--- src/rtl/dtd_pkg.sv ---
package dtd_pkg;
   localparam int SEL_W = 2;

   typedef enum logic [SEL_W-1:0] {
      SEL_COARSE = 2'd0,
      SEL_MEDIUM = 2'd1,
      SEL_FINE   = 2'd2,
      SEL_DEV    = 2'd3
   } bank_sel_e;

   function automatic int max_of(input int a, input int b);
      return (a > b) ? a : b;
   endfunction
endpackage

--- src/rtl/dtd_ser_rx.sv ---
module dtd_ser_rx #(
   parameter int FRAME_W = 10
) (
   input  logic               clk,
   input  logic               rst_n,
   input  logic               sclk,
   input  logic               cs_n,
   input  logic               mosi,
   output logic               word_stb,
   output logic [FRAME_W-1:0] word
);
   localparam int CNT_W = $clog2(FRAME_W + 2);
   localparam logic [CNT_W-1:0] CNT_FULL = CNT_W'(FRAME_W);
   localparam logic [CNT_W-1:0] CNT_OVER = CNT_W'(FRAME_W + 1);

   logic [1:0] sclk_s, cs_s, mosi_s;
   logic       sclk_d, cs_d;
   logic [CNT_W-1:0] cnt;

   always_ff @(posedge clk or negedge rst_n) begin
      if (!rst_n) begin
         sclk_s <= '0;
         cs_s   <= 2'b11;
         mosi_s <= '0;
         sclk_d <= 1'b0;
         cs_d   <= 1'b1;
      end else begin
         sclk_s <= {sclk_s[0], sclk};
         cs_s   <= {cs_s[0], cs_n};
         mosi_s <= {mosi_s[0], mosi};
         sclk_d <= sclk_s[1];
         cs_d   <= cs_s[1];
      end
   end

   wire sclk_rise = sclk_s[1] & ~sclk_d;
   wire cs_fall   = ~cs_s[1] & cs_d;
   wire cs_rise   = cs_s[1] & ~cs_d;

   always_ff @(posedge clk or negedge rst_n) begin
      if (!rst_n) begin
         cnt  <= '0;
         word <= '0;
      end else if (cs_fall) begin
         cnt <= '0;
      end else if (!cs_s[1] && sclk_rise) begin
         word <= {word[FRAME_W-2:0], mosi_s[1]};
         if (cnt != CNT_OVER) cnt <= cnt + 1'b1;
      end
   end

   assign word_stb = cs_rise && (cnt == CNT_FULL);
endmodule

--- src/rtl/dtd_therm.sv ---
module dtd_therm #(
   parameter int CODE_W = 6
) (
   input  logic [CODE_W-1:0]      code,
   output logic [2**CODE_W-2:0]   lines
);
   localparam int LINES = 2**CODE_W - 1;

   generate
      if (CODE_W < 1 || CODE_W > 10) begin : g_bad_w
         $error("dtd_therm: CODE_W out of range");
      end
   endgenerate

   for (genvar i = 0; i < LINES; i++) begin : g_line
      assign lines[i] = (code > CODE_W'(i));
   end
endmodule

--- src/rtl/dtd_fine_therm.sv ---
module dtd_fine_therm #(
   parameter int COL_W = 5,
   parameter int POS_W = 3
) (
   input  logic [COL_W+POS_W-1:0]      code,
   output logic [2**(COL_W+POS_W)-2:0] lines
);
   localparam int CODE_W = COL_W + POS_W;
   localparam int COLS   = 2**COL_W;
   localparam int ROWS   = 2**POS_W;
   localparam int LINES  = 2**CODE_W - 1;

   generate
      if (COL_W < 1 || POS_W < 1 || CODE_W > 10) begin : g_bad_w
         $error("dtd_fine_therm: split widths out of range");
      end
   endgenerate

   wire [COL_W-1:0] col = code[CODE_W-1:POS_W];
   wire [POS_W-1:0] pos = code[POS_W-1:0];

   logic [COLS*ROWS-1:0] grid;
   logic [COLS-1:0]      col_full, col_part;
   logic [ROWS-1:0]      row_on;

   for (genvar p = 0; p < ROWS; p++) begin : g_row
      assign row_on[p] = (pos > POS_W'(p));
   end

   for (genvar c = 0; c < COLS; c++) begin : g_col
      assign col_full[c] = (col > COL_W'(c));
      assign col_part[c] = (col == COL_W'(c));
      for (genvar p = 0; p < ROWS; p++) begin : g_el
         assign grid[c*ROWS+p] = col_full[c] | (col_part[c] & row_on[p]);
      end
   end

   assign lines = grid[LINES-1:0];

   logic unused_top;
   assign unused_top = grid[COLS*ROWS-1];
endmodule

--- src/rtl/dco_tune_dec.sv ---
module dco_tune_dec #(
   parameter int COARSE_W       = 6,
   parameter int MEDIUM_W       = 6,
   parameter int FINE_COL_W     = 5,
   parameter int FINE_POS_W     = 3,
   parameter int DEV_W          = 8,
   parameter bit FINE_TWO_LEVEL = 1'b1
) (
   input  logic                                   clk,
   input  logic                                   rst_n,
   input  logic                                   cfg_sclk,
   input  logic                                   cfg_cs_n,
   input  logic                                   cfg_mosi,
   input  logic                                   tx_en,
   input  logic                                   tx_data,
   output logic [2**COARSE_W-2:0]                 coarse_sw,
   output logic [2**MEDIUM_W-2:0]                 medium_sw,
   output logic [2**(FINE_COL_W+FINE_POS_W)-2:0]  fine_sw,
   output logic [DEV_W-1:0]                       dev_sw
);
   import dtd_pkg::*;

   localparam int FINE_W  = FINE_COL_W + FINE_POS_W;
   localparam int DATA_W  = max_of(max_of(COARSE_W, MEDIUM_W), max_of(FINE_W, DEV_W));
   localparam int FRAME_W = SEL_W + DATA_W;
   localparam int C_LINES = 2**COARSE_W - 1;
   localparam int M_LINES = 2**MEDIUM_W - 1;
   localparam int F_LINES = 2**FINE_W - 1;

   generate
      if (COARSE_W > 8 || MEDIUM_W > 8 || FINE_W > 10 || DEV_W > 16) begin : g_bad_cfg
         $error("dco_tune_dec: bank width parameters out of range");
      end
   endgenerate

   logic               wr_stb;
   logic [FRAME_W-1:0] wr_word;

   dtd_ser_rx #(.FRAME_W(FRAME_W)) u_rx (
      .clk(clk), .rst_n(rst_n),
      .sclk(cfg_sclk), .cs_n(cfg_cs_n), .mosi(cfg_mosi),
      .word_stb(wr_stb), .word(wr_word)
   );

   bank_sel_e         wr_sel;
   logic [DATA_W-1:0] wr_data;
   assign wr_sel  = bank_sel_e'(wr_word[FRAME_W-1 -: SEL_W]);
   assign wr_data = wr_word[DATA_W-1:0];

   logic [COARSE_W-1:0] coarse_q;
   logic [MEDIUM_W-1:0] medium_q;
   logic [FINE_W-1:0]   fine_q;
   logic [DEV_W-1:0]    dev_q;

   always_ff @(posedge clk or negedge rst_n) begin
      if (!rst_n) begin
         coarse_q <= '0;
         medium_q <= '0;
         fine_q   <= '0;
         dev_q    <= '0;
      end else if (wr_stb) begin
         unique case (wr_sel)
            SEL_COARSE: coarse_q <= wr_data[COARSE_W-1:0];
            SEL_MEDIUM: medium_q <= wr_data[MEDIUM_W-1:0];
            SEL_FINE:   fine_q   <= wr_data[FINE_W-1:0];
            SEL_DEV:    dev_q    <= wr_data[DEV_W-1:0];
         endcase
      end
   end

   logic [C_LINES-1:0] coarse_d;
   logic [M_LINES-1:0] medium_d;
   logic [F_LINES-1:0] fine_d;

   dtd_therm #(.CODE_W(COARSE_W)) u_coarse (.code(coarse_q), .lines(coarse_d));
   dtd_therm #(.CODE_W(MEDIUM_W)) u_medium (.code(medium_q), .lines(medium_d));

   generate
      if (FINE_TWO_LEVEL) begin : g_fine_split
         dtd_fine_therm #(.COL_W(FINE_COL_W), .POS_W(FINE_POS_W)) u_fine (
            .code(fine_q), .lines(fine_d));
      end else begin : g_fine_flat
         dtd_therm #(.CODE_W(FINE_W)) u_fine (.code(fine_q), .lines(fine_d));
      end
   endgenerate

   always_ff @(posedge clk or negedge rst_n) begin
      if (!rst_n) begin
         coarse_sw <= '0;
         medium_sw <= '0;
         fine_sw   <= '0;
         dev_sw    <= '0;
      end else begin
         coarse_sw <= coarse_d;
         medium_sw <= medium_d;
         fine_sw   <= fine_d;
         dev_sw    <= dev_q & {DEV_W{tx_en & tx_data}};
      end
   end

   // Thermometer shape on every carrier bank: ones contiguous from line 0
   p_thermo_coarse_r5: assert property (@(posedge clk) disable iff (!rst_n)
      ((coarse_sw + 1'b1) & coarse_sw) == '0)
      else $error("coarse lines not thermometer");
   p_thermo_medium_r6: assert property (@(posedge clk) disable iff (!rst_n)
      ((medium_sw + 1'b1) & medium_sw) == '0)
      else $error("medium lines not thermometer");
   p_thermo_fine_r7: assert property (@(posedge clk) disable iff (!rst_n)
      ((fine_sw + 1'b1) & fine_sw) == '0)
      else $error("fine lines not thermometer");

   // Outputs hold unless a completed frame was just accepted
   p_hold_no_frame_r4: assert property (@(posedge clk) disable iff (!rst_n)
      !wr_stb ##1 !wr_stb |=> $stable(coarse_sw) && $stable(medium_sw) && $stable(fine_sw))
      else $error("carrier lines moved without a frame");

   // Transmit enable low keeps deviation lines off
   p_dev_off_r9: assert property (@(posedge clk) disable iff (!rst_n)
      !tx_en |=> dev_sw == '0)
      else $error("deviation lines on while disabled");

   // Deviation lines never exceed the stored word
   p_dev_subset_r8: assert property (@(posedge clk) disable iff (!rst_n)
      1'b1 |=> (dev_sw & ~$past(dev_q)) == '0)
      else $error("deviation line on outside stored word");

   // A larger coarse code never drops a line
   p_mono_coarse_r10: assert property (@(posedge clk) disable iff (!rst_n)
      (coarse_d & coarse_sw) == coarse_sw || (coarse_d & coarse_sw) == coarse_d)
      else $error("coarse decode not ordered");
endmodule

--- config.mk ---
export PLATFORM = sky130hd
export DESIGN_NAME = dco_tune_dec
export DESIGN_NICKNAME = d
export VERILOG_FILES = /design/src/rtl/dtd_pkg.sv /design/src/rtl/dtd_ser_rx.sv /design/src/rtl/dtd_therm.sv /design/src/rtl/dtd_fine_therm.sv /design/src/rtl/dco_tune_dec.sv
export SDC_FILE = /design/constraint.sdc
export NUM_CORES = 1
export LEC_CHECK = 0
export ABC_AREA = 1
export BUFFER_PORTS_ARGS = -buffer_cell sky130_fd_sc_hd__buf_2
export CAP_MARGIN = 20
export CORE_AREA = 10 10 191 193
export CTS_CLUSTER_SIZE = 24
export DETAILED_ROUTE_END_ITERATION = 16
export DIE_AREA = 0 0 201 203
export PLACE_DENSITY_LB_ADDON = 0.12
export SLEW_MARGIN = 0
export SYNTH_ARGS = -nofsm -noshare
export SYNTH_HDL_FRONTEND = slang
export SYNTH_SLANG_ARGS = --single-unit
--- constraint.sdc ---
create_clock -name clk -period 1.5 [get_ports clk]
set_input_delay 0 -clock clk [delete_from_list [all_inputs] [get_ports clk]]
set_output_delay 0 -clock clk [all_outputs]
set_load 0.05 [all_outputs]
==> metrics, run 1 <==
CTS tree=done; setup violators final=0; clock buffer depth=3; dpl hpwl=35.64 mm; Seq/Total Area, Yosys=0.7555; crit-path leading delay family=flip-flops; most used cell, CP=buf_4; Clock transition at path regs=0.06 ns; Critical Path Source Type=flop; RSZ-0062 raised after global routing=true; drt total wl=47.94 mm; chip width=201 microns; YS warnings=0; First DRT Iteration DRCs=620; skew final=0.02236 ns; FF-to-FF setup slack=0.009 ns; crit-path max cell delay=0.49 ns; required time of the critical path=1.95 ns; static leakage=0.01168 uW; Max-Cap Viols=0; fin util=0.6123; GP Congestion=0.8642; wire per inst=21.33 microns; Synth Cell Area=0.01455 sq mm; Core Region=0.03245 sq mm; critical-path cell list=buf_4 -> nor3_2 -> buf_4 -> nand2_1 -> o21ai_0; Bufs and invs on worst path=2; global-route wire length before repair=72.35 mm; H-Tree Depth=2; # diodes=0; clock buffer count from CTS=45; Peak Freq=670.9 MHz; Total Routing Usage GR=0.2304; # rows=66; cell count after synthesis=1244; Final WS setup=0.009363 ns; Place WS=-0.08107 ns; largest net degree at the start of global routing=71; CP arrival=1.94 ns; I/O Buffers=395; post-synthesis cell type count=23; CTS Sinks=439; #FFs+latches synth=439; WS Path Type=reg -> reg; Remaining DRCs=0; grt total ovfl=0; Syn-to-layout area delta=36.62%; Die ar.=0.04080 sq mm; DRT Pass-1 Iters=4; Power per Cell Area=1231 mW/mm^2; Root Driver=clkbuf_16; IO Pins=396; height of the die=203 microns; share of cells above drive strength 1=0.3666; DR vias/cell=4.914; Tmin final=1.491 ns; syn avg cell area=11.69 sq um; Max FO, Critical Path=8; initial antenna violation count=0; antenna-violating nets left=0; vias in the first global route=11718; outcome=finished, final reports clean; Final period util=0.9938; Worst setup EP type=flop; Max-slew headroom=0.7373; final net count=1781; Starting Density=0.4482; post-synth net total=1253; HP Class=in -> reg; Hold Fails Final Rpt=0; Skew-Pair Late Insertion Delay=0.55 ns; VDD IR max=0.8182 mV; vias=11047; Slew @ Worst Pin=0.3926 ns; CP max-delay cell=dfrtp_2; fin. max-slew vios=0
## synthesized netlist by cell type, drive strengths merged
library cell | number | area [sq um]
xor2 | 1 | 8.760
nor3 | 9 | 50.05
o21ai | 252 | 1261
dfrtp | 436 | 10910
o31ai | 2 | 15.01
clkinv | 2 | 7.510
buf | 9 | 47.55
a21oi | 45 | 225.2
ha | 2 | 25.02
nand2 | 187 | 701.9
nor2 | 76 | 300.3
nand3 | 19 | 95.09
inv | 132 | 495.5
o211ai | 1 | 7.510
clkbuf | 44 | 165.2
nand4 | 16 | 100.1
dfstp | 3 | 78.83
a31oi | 8 | 50.05
## final cells by class
cell class	instances	area (sq um)
timing repair buffer	534	3288
clock inverter	19	266.5
tap	442	553.0
sequential	439	11000
multi-input combinational	618	2983
inverter	134	510.5
clock buffer	62	1270
fill	2721	12580
## worst reg2reg max path: stages, from the launching register on
cell and delay, ns:
dfrtp_2 0.49, buf_4 0.19, nor3_2 0.23, buf_4 0.15
nand2_1 0.15, o21ai_0 0.21
## repair_timing
action	4_1_cts	5_1_grt
pin swaps	0	3
endpoints found under the hold margin	447	0
setup buffers	0	10
hold buffers	7	0
setup endpoints to repair	47	172
resized for setup	17	66
gates cloned	0	0
## routing by layer
layer,vias up,global-route usage,part of all wire
li1,5052,-,-
met1,5509,0.2806,0.40
met2,414,0.3773,0.48
met3,72,0.08454,0.095
met4,0,0.06789,0.024
met5,-,0,0
## where the power goes
group	internal [uW]	switching (uW)	total, uW	leakage [uW]
clock network	6960	4510	11500	0.000745
logic	271	649	920	0.00484
registers	12000	94.7	12100	0.00609
total	19200	5250	24500	0.0117
## layout by cell type (no fill, tap or decap), types with 2 or more instances in the layout
cell type	count
buf_12	18
buf_6	2
nand3_4	2
a31oi_1	8
clkbuf_1	9
dfrtp_2	9
bufinv_16	6
clkinv_2	7
o21ai_1	21
o21ai_0	231
nor3_1	7
clkinvlp_4	5
nand4_1	16
o31ai_1	2
dfrtp_1	427
dfstp_2	3
dlygate4sd3_1	7
inv_6	2
nor2_1	62
inv_2	7
nor2_2	9
a21oi_1	45
nand2_1	167
buf_8	2
nand2_2	19
clkbuf_16	45
clkbuf_8	8
buf_4	111
nor3_2	2
buf_2	394
nand3_2	2
nand3_1	15
nor2_4	5
inv_1	124
## stage by stage
stage / TNS, ns / area, sq um / hold slack [ns] / power, uW / cells
2_1_floorplan: 0 / 14550 / -0.2956 / 12600 / 1244
3_3_place_gp: -0.7429 / 18010 / -0.08928 / 13160 / 2150
3_5_place_dp: -1.079 / 18010 / -0.08969 / 13180 / 2150
4_1_cts: -0.1455 / 19660 / 0.09986 / 24620 / 2238
5_1_grt: -0.5821 / 19870 / 0.1095 / 25230 / 2248
6_report: 0 / 19870 / 0.1092 / 24460 / 2248
## sequential cells by signal, indices dropped and copies added, names as in the netlist
register     count
fine_q           8
u_rx.cnt         4
dev_q            8
u_rx.mosi_s      2
dev_sw           8
u_rx.sclk_d      1
medium_q         6
coarse_sw       63
u_rx.word       10
fine_sw        255
u_rx.cs_d        1
u_rx.cs_s        2
u_rx.sclk_s      2
coarse_q         6
medium_sw       63
## final timing paths
path | startpoint | end | cells after the start
worst max-delay path | fine_q[7] | fine_sw[114] | 5
worst min-delay path | cfg_mosi | u_rx.mosi_s[0] | 2
worst max register to register | fine_q[7] | fine_sw[114] | 5
worst min register to register | u_rx.mosi_s[0] | u_rx.mosi_s[1] | 0
max in group asynchronous | rst_n | fine_sw[92] | 4
min in group asynchronous | rst_n | medium_sw[32] | 3
## cells by family after synthesis
family | count (synthesis) | share of synthesized area
compound gates | 308 | 0.1072
buf+inv | 187 | 0.04921
flops | 439 | 0.7555
fa+ha+maj | 2 | 0.001720
simple gates | 307 | 0.08576
xor+xnor | 1 | 0.0006023
(Power assumes the default switching activity.)
==> run 2, diff against run 1 <==
--- a/config.mk
+++ b/config.mk
@@ -5,13 +5,13 @@
 export SDC_FILE = /design/constraint.sdc
 export NUM_CORES = 1
 export LEC_CHECK = 0
-export ABC_AREA = 1
+export ABC_AREA = 0
 export BUFFER_PORTS_ARGS = -buffer_cell sky130_fd_sc_hd__buf_2
 export CAP_MARGIN = 20
-export CORE_AREA = 10 10 191 193
+export CORE_AREA = 10 10 217 219
 export CTS_CLUSTER_SIZE = 24
 export DETAILED_ROUTE_END_ITERATION = 16
-export DIE_AREA = 0 0 201 203
+export DIE_AREA = 0 0 227 229
 export PLACE_DENSITY_LB_ADDON = 0.12
 export SLEW_MARGIN = 0
 export SYNTH_ARGS = -nofsm -noshare
==> metrics, run 2 <==
outcome=finished with violations; failing checks=setup timing; DR vias/cell=4.708; Skew-Pair Late Insertion Delay=0.57 ns; Power per Cell Area=1151 mW/mm^2; Largest register FFs=255; HP Class=in -> reg; # diodes=0; CP max-delay cell=dfstp_2; area leader, netlist=dfrtp_1; Synth async-reset ratio=1.000; Core Region=0.04270 sq mm; Critical Path Source Type=flop; I/O Buffers=395; commonest non-fill, non-tap cell in the layout=dfrtp_1; Starting Density=0.3477; Remaining DRCs=0; Place WS=-0.2539 ns; setup TNS=-3.142 ns; WHS=0.08557 ns; critical-path cell list=nand2b_4 -> or4_4 -> mux2_4; H-Tree Depth=2; Primary FF master, synth=dfrtp_1; commonest non-fill, non-tap cells in the layout=430 x dfrtp_1, 394 x buf_2, 120 x buf_4; dpl cells=2164; global-route wire length before repair=73.83 mm; IO Pins=396; largest registers=fine_sw x255, coarse_sw x63, medium_sw x63; # fillers=3903; skew final=0.01586 ns; Max-Cap Viols=0; crit-path max cell delay=0.58 ns; Max-slew headroom=0.6507; Slew @ Worst Pin=0.5240 ns; vias=10631; Root Driver=clkbuf_16; R2R cell count=3; Final Cell Area=0.02067 sq mm; share of cells above drive strength 1=0.4357; crit-path leading delay family=simple AND/OR/NAND/NOR gates; post-synth net total=1159; initial antenna violation count=0; Crit path depth=3; YS warnings=0; Max FO, Critical Path=6; post-synthesis cell type count=47; Final WS setup=-0.1571 ns; WS Path Type=reg -> reg; GP Congestion=0.7862; CTS Sinks=439; antenna-violating nets left=0; Synth Cell Area=0.01485 sq mm; Final period util=1.105; Worst setup EP type=flop; most numerous cell in the Yosys netlist=dfrtp_1; RSZ-0062 raised after global routing=true; # rows=76; drt total wl=48.72 mm; Tmin final=1.657 ns; final net count=1687; CTS tree=done; clock buffer depth=3; VDD IR max=0.6154 mV; dpl cell area=0.01878 sq mm; Biggest register=fine_sw; Post-synth EDFFs=0; height of the die=229 microns; #FFs+latches synth=439; Total Routing Usage GR=0.1855; Hold Path Cell Cnt=2; First DRT Iteration DRCs=555; clock buffer count from CTS=46; area share of the largest cell type after synthesis=0.7349; fin. max-slew vios=0; FF/Latch Area=0.01100 sq mm; Seq/Total Area, Yosys=0.7402; required time of the critical path=1.95 ns; Bufs and invs on worst path=0; Clock transition at path regs=0.06 ns; CP arrival=2.11 ns; footprint of the multi-input gates=0.003742 sq mm; wire per inst=21.58 microns; Hold Fails Final Rpt=0; dpl hpwl=34.99 mm; grt total ovfl=0; syn avg cell area=12.91 sq um; cell count after synthesis=1150; top cells by area, synth=dfrtp_1 73%, a21oi_1 3.8%, o21ai_0 3.5%; most frequent cells after synthesis=436 x dfrtp_1, 112 x a21oi_1, 105 x o21ai_0, 88 x nand2_1, 86 x nor2_1; Peak Freq=603.5 MHz; chip width=227 microns; Die ar.=0.05198 sq mm; setup violators final=35; Final Non-Filler Cells=2258; static leakage=0.01174 uW; vias in the first global route=11459; largest net degree at the start of global routing=69; DRT Pass-1 Iters=4; Syn-to-layout area delta=39.23%
## run 2: cell type report
type / count / area share
clock buffer: 66 / 0.06519
clock inverter: 16 / 0.006900
inverter: 35 / 0.006719
multi-input combinational: 597 / 0.1810
sequential: 439 / 0.5320
tap: 546 / 0.03305
timing repair buffer: 559 / 0.1751
## run 2: logic make-up (layout without fill, tap and decap cells)
group / after synthesis / after routing / share of synthesized area
buffers and inverters: 114 / 676 / 0.03076
DFF: 439 / 439 / 0.7402
AOI/OAI and AO/OA: 288 / 288 / 0.1087
and+or+nand+nor: 269 / 269 / 0.08832
muxes: 38 / 38 / 0.03034
adders and majority gates: 2 / 2 / 0.001685
## run 2: worst reg2reg max path, cell delays in order (launching register included)
cell and delay [ns]:
dfstp_2 0.58, nand2b_4 0.08, or4_4 0.57, mux2_4 0.32
## run 2: metrics by stage
| stage | power, uW | utilization |
|---|---|---|
| detailed placement | 12780 | 0.4399 |
| CTS | 24130 | 0.4792 |
| global route | 24690 | 0.4841 |
| finish | 23800 | 0.4841 |
| floorplan | 12310 | - |
| global placement | 12760 | 0.4399 |
## run 2: where the power goes
| group | internal (uW) | switching (uW) |
|---|---|---|
| Clock | 6580 | 4630 |
| Sequential | 11900 | 151 |
| Combinational | 215 | 304 |
| Total | 18700 | 5080 |
## run 2: what timing repair did
action                     CTS  global route
hold endpoints to repair   450             0
setup endpoints to repair   78           124
pin swaps                    4            18
buffers inserted             3             1
gates cloned                 1             1
gates resized for setup     17            71
hold buffers                 8             0
## run 2: final timing paths
check	startpoint	endpoint	slack, ns
setup / recovery	u_rx.cs_s[1]	coarse_q[2]	-0.16
hold / removal	cfg_mosi	u_rx.mosi_s[0]	0.09
setup reg to reg	u_rx.cs_s[1]	coarse_q[2]	-0.16
hold reg to reg	u_rx.sclk_s[0]	u_rx.sclk_s[1]	0.35
max in group asynchronous	rst_n	coarse_sw[23]	0.94
min in group asynchronous	rst_n	coarse_sw[47]	0.13
## run 2: routing by layer
layer / track usage / wire (microns) / up-vias
met2: 0.3084 / 24220 / 277
li1: - / - / 4874
met4: 0.04520 / 908 / 0
met3: 0.04601 / 3056 / 50
met1: 0.2384 / 20540 / 5430
met5: 0 / 0 / -
